--- src/rtl/phy_reg_bridge.sv ---
module phy_reg_bridge #(
  parameter int          HOST_AW  = 12,
  parameter logic [11:0] CTRL_OFS = 12'h300,
  parameter logic [11:0] DATA_OFS = 12'h304,
  parameter int          PHY_AW   = 8,
  parameter int          PHY_DW   = 8
) (
  input  logic               clk,
  input  logic               rst_n,
  input  logic               host_valid,
  input  logic               host_write,
  input  logic [HOST_AW-1:0] host_addr,
  input  logic [31:0]        host_wdata,
  output logic               host_ready,
  output logic [31:0]        host_rdata,
  output logic               phy_req,
  output logic               phy_we,
  output logic [PHY_AW-1:0]  phy_addr,
  output logic [PHY_DW-1:0]  phy_wdata,
  input  logic [PHY_DW-1:0]  phy_rdata,
  input  logic               phy_ack
);
  localparam int CTRL_PAD = 32 - PHY_AW - 2;
  localparam int DATA_PAD = 32 - PHY_DW;

  logic [PHY_AW-1:0] addr_q;
  logic [PHY_DW-1:0] data_q;
  logic              dir_q, busy_q;
  logic              hit_ctrl, hit_data, wr_ctrl, wr_data, done;
  logic [31:0]       ctrl_word, data_word;
  logic              unused_ok;

  assign hit_ctrl = host_addr == HOST_AW'(CTRL_OFS);
  assign hit_data = host_addr == HOST_AW'(DATA_OFS);
  assign wr_ctrl  = host_valid && host_write && hit_ctrl && !busy_q;
  assign wr_data  = host_valid && host_write && hit_data && !busy_q;
  assign done     = busy_q && phy_ack;

  always_ff @(posedge clk) begin
    if (!rst_n) begin
      addr_q <= '0;
      dir_q  <= 1'b0;
      busy_q <= 1'b0;
      data_q <= '0;
    end else begin
      if (wr_ctrl) begin
        addr_q <= host_wdata[PHY_AW-1:0];
        dir_q  <= host_wdata[PHY_AW];
        busy_q <= 1'b1;
      end
      if (wr_data) data_q <= host_wdata[PHY_DW-1:0];
      if (done) begin
        busy_q <= 1'b0;
        if (!dir_q) data_q <= phy_rdata;
      end
    end
  end

  assign ctrl_word  = {{CTRL_PAD{1'b0}}, busy_q, dir_q, addr_q};
  assign data_word  = {{DATA_PAD{1'b0}}, data_q};
  assign host_rdata = hit_ctrl ? ctrl_word : hit_data ? data_word : 32'h0;
  assign host_ready = 1'b1;

  assign phy_req   = busy_q;
  assign phy_we    = dir_q;
  assign phy_addr  = addr_q;
  assign phy_wdata = data_q;

  assign unused_ok = ^host_wdata;
endmodule

--- config.mk ---
export PLATFORM = sky130hd
export DESIGN_NAME = phy_reg_bridge
export DESIGN_NICKNAME = d
export VERILOG_FILES = /design/src/rtl/phy_reg_bridge.sv
export SDC_FILE = /design/constraint.sdc
export NUM_CORES = 1
export LEC_CHECK = 0
export ABC_CLOCK_PERIOD_IN_PS = 1700
export BUFFER_PORTS_ARGS = -buffer_cell sky130_fd_sc_hd__buf_4
export CAP_MARGIN = 20
export CELL_PAD_IN_SITES_DETAIL_PLACEMENT = 1
export CELL_PAD_IN_SITES_GLOBAL_PLACEMENT = 1
export CORE_UTILIZATION = 23
export CTS_CLUSTER_DIAMETER = 100
export DETAILED_ROUTE_END_ITERATION = 7
export PLACE_DENSITY_LB_ADDON = 0.05
export SETUP_SLACK_MARGIN = 0.15
export SLEW_MARGIN = 20
export SYNTH_ARGS = -nofsm -noshare
export SYNTH_HDL_FRONTEND = slang
export SYNTH_SLANG_ARGS = --single-unit
--- constraint.sdc ---
create_clock -name clk -period 1.7 [get_ports clk]
set_input_delay 0.17 -clock clk [delete_from_list [all_inputs] [get_ports clk]]
set_output_delay 0.17 -clock clk [all_outputs]
set_load 0.02 [all_outputs]
# Word level (Yosys, flattened, before mapping)
# Index checks and enable logic that the tools add are counted.
[totals]
regBits = 18
[op_classes]
n_mux = 5
eq_ne = 2
reduce_logical = 8
bitwise_logic = 1
[ops]
columns = ["cell", "n"]
rows = [
  ["8-bit two-way mux", 4],
  ["12-bit by 10-bit equality test with 1-bit output (second input constant)", 2],
  ["10-bit two-way mux", 1],
  ["1-bit logical AND", 6],
  ["2-bit OR reduction", 1],
  ["1-bit logical NOT", 1],
  ["1-bit NOT", 1],
]

# Longest topological paths before layout
[depth]
depth_word = 6
depth_mapped = 5
depth_no_buf = 4

# Worst setup path after synthesis
# OpenSTA, ideal clock, no wires.
[synth_timing]
path_type = "reg-to-reg"
startpoint = "reg busy_q (netlist: phy_req)"
endpoint = "reg dir_q (netlist: phy_we)"
path_stages_with_launch = 6
path_buffers = 1
arrival_ns = 1.179
period_less_slack_ns = 1.304
path_slack_ns = 0.396
path_cell_list = "dfxtp_1 > and3b_1 > nand4_2 > buf_6 > mux2i_1 > nor2_1"
[synth_between]
elab_chain_len = 2
[synth_lines]
columns = ["item", "line_no", "text"]
rows = [
  ["start, declared", "28", "logic dir_q, busy_q;"],
  ["start signal, assigned", "43", "busy_q <= 1'b0;"],
  ["start signal, assigned", "49", "busy_q <= 1'b1;"],
  ["start signal, assigned", "53", "busy_q <= 1'b0;"],
  ["1-bit logical NOT", "35", "assign wr_ctrl = host_valid && host_write && hit_ctrl && !busy_q;"],
  ["1-bit logical AND", "35", ""],
  ["end signal, assigned", "48", "dir_q <= host_wdata[PHY_AW];"],
  ["end, declared", "28", ""],
]
# No other way between the ends.
# A chain may end at the register's enable or synchronous reset.

# Final worst setup path
[layout_timing]
startpoint = "in host_addr[7]"
endpoint = "out host_rdata[7]"
[layout_between]
elab_chain_len = 3
elab_cells_between_ends = 4
[layout_lines]
columns = ["item", "line_no", "text"]
rows = [
  ["start, declared", "12", "input logic [HOST_AW-1:0] host_addr,"],
  ["12-bit by 10-bit equality test with 1-bit output", "34", "assign hit_data = host_addr == HOST_AW'(DATA_OFS);"],
  ["8-bit two-way mux", "61", "assign host_rdata = hit_ctrl ? ctrl_word : hit_data ? data_word : 32'h0;"],
  ["10-bit two-way mux *", "61", ""],
  ["end, declared", "15", "output logic [31:0] host_rdata,"],
]
# Mark *: on every way between the ends. The rest lies on a longest branch, timed or not.

==> metrics <==
outcome finished with violations; failing checks design-rule violations; Placement Rows 24; ranking of synthesized cells by area dfxtp_1, buf_4, mux2i_1; CTS Root Cell clkbuf_8; worst vdd ir just over 200 uV; Total Routed Length 3244 microns; RePlAce Congestion 0.6779; Synth Register Bits 18; post-synthesis sequential area ratio 32.95%; RSZ-0062 raised after global routing false; cell repeated most along the worst path buf_4; CTS clock-pin slew for the worst setup and hold paths 0.07 ns; share of post-route cells with drive strength above 1 around 44%; area delta synth->final 45.65%; Tot GR Track Use 13.08%; DR top layer met3; vias in the first global route 1,000; Congestion Overflow GR 0; I/O pin count 108; Starting Density 24.44%; Power Density 570.1 mW/mm^2; Vias/cell around 4.3; H-tree depth 1; post-synthesis async set-or-reset flop share 0%; core area 0.004474 sq mm; Post-synth top cells buf_4, dfxtp_1, mux2i_1, nor2_1, nand2_1; WL per Instance approximately 14 microns; die height 70.96 microns; period utilization 86.11%; drt pass-1 iters 8; EDFF count, synth 0; hold buffer count at CTS 0; Antenna Nets Post-Route 0; Arr. time, crit path 1.29 ns; Pleak 0.8788 nW; first-pass GRT wire length around 5000 microns; post-synthesis area per instance 9.593 sq um; via count 992; CTS tree yes; Final HPWL DP about 2400 microns; Synth Flop Type dfxtp_1; Slew Viols, Final 0; Hold WC Path Type input port to register; Worst Setup End Kind primary output; crit path launch type input port; top-count cell post-synth buf_4; Finish-stage setup viols 0; clock sink count 18; Routed met1 length around 1400 microns; DR iter-0 viols 34; Hold Worst Slack 0.1156 ns; f_max between 600 and 700 MHz; post-synth top area cell dfxtp_1; critical path class input port to primary output; clock skew 0.006371 ns; Tot Pwr 0.9081 mW; Port Buffer Count 61; initial antenna violation count 0; CP max FO 5; CTS Buf Count 3; Mapped Area between 0.001 and 0.0015 sq mm; Total Die Area 0.005035 sq mm; largest net degree at the start of global routing 12; total negative slack 0 ns; Synth Warn # 0; met3 WL post-DR 252 microns; Tmin final about 1.5 ns; die width slightly above 70 microns; CP max stage delay 0.37 ns; final hold vios 0; Mapped Cells between 100 and 150; critical path required time between 1.5 and 2 ns; Bufs on Longest Clock Path 2; metal2 WL 1634 microns; Worst path slowest cell nor4_4; DRC 4; CP cell instances buf_4 -> nor4_4 -> and3_2 -> a22o_1 -> buf_4; post-synth top area share about a third; Yosys cell types 23; layout net count 236; ant diodes 0; worst-skew pair later-pin latency 0.25 ns; max cap viols 0
-- per-stage QoR --
| stage | instances | util (%) | cell area [sq um] | setup slack, ns |
|---|---|---|---|---|
| 3_3_place_gp | 224 | 33.67 | 1506 | 0.08483 |
| 3_5_place_dp | 224 | 33.67 | 1506 | 0.06623 |
| 5_1_grt | 230 | 35.60 | 1593 | 0.1535 |
| 4_1_cts | 230 | 35.60 | 1593 | 0.2271 |
| 6_report | 230 | 35.60 | 1593 | 0.2361 |
| 2_1_floorplan | 135 | - | 1172 | 0.3960 |
-- flip-flops by register name (all words and copies together) (netlist names) --
| name | flops |
|---|---|
| phy_req | 1 |
| phy_we | 1 |
| phy_wdata | 8 |
| phy_addr | 8 |
-- cells in the final DEF, fill, tap and decap left out, types with 2 or more instances in the layout --
master and count:
dfxtp_1 18, buf_4 65, nor4_4 2, clkbuf_8 4, nand2_1 9, a22o_1 8
nor2_1 10, conb_1 23, o21ai_1 8, and2_1 2, mux2i_1 17, and3_4 2
-- critical path: cells and delay by family --
kind,cells,cell delay [ns]
buf+inv,2,0.27
compound gates,1,0.16
simple gates,2,0.70
-- layer usage --
metal | vias up | track usage [%]
met4 | 0 | 3.333
met5 | - | 0
li1 | 477 | -
met1 | 464 | 15.79
met3 | 0 | 2.991
met2 | 51 | 23.40
-- worst paths after layout --
path | start | end | cells after the start | slack, ns
max reg2reg | phy_req | phy_wdata[6] | 4 | 0.37
min reg2reg | phy_req | phy_req | 2 | 0.53
max | host_addr[7] | host_rdata[7] | 5 | 0.24
min | phy_rdata[4] | phy_wdata[4] | 3 | 0.12
-- what timing repair did --
action | in CTS | in global routing
endpoints found under the setup margin | 10 | 0
resized for setup | 3 | 0
buffers inserted | 1 | 0
-- area by class of cell --
| class | instances | area [sq um] |
|---|---|---|
| clock buffer | 4 | 55.05 |
| fill | 557 | 2882 |
| inverter | 1 | 3.754 |
| multi-input combinational | 90 | 620.6 |
| sequential | 18 | 360.3 |
| tap | 52 | 65.06 |
| timing repair buffer | 65 | 488.0 |
-- cell families (layout without fill, tap and decap cells) --
family / Yosys count / in the layout / synth area share, %
compound gates: 17 / 17 / 10.53
other cells: 2 / 23 / 0.6868
buf+inv: 28 / 70 / 19.68
simple gates: 32 / 33 / 20.59
mux: 17 / 17 / 15.56
flops: 18 / 18 / 32.95
-- power by group --
part / internal [mW] / switching (mW)
Clock: 0.206 / 0.143
Sequential: 0.421 / 0.0000229
Combinational: 0.0583 / 0.0803
Total: 0.685 / 0.223
(Power assumes the default switching activity.)
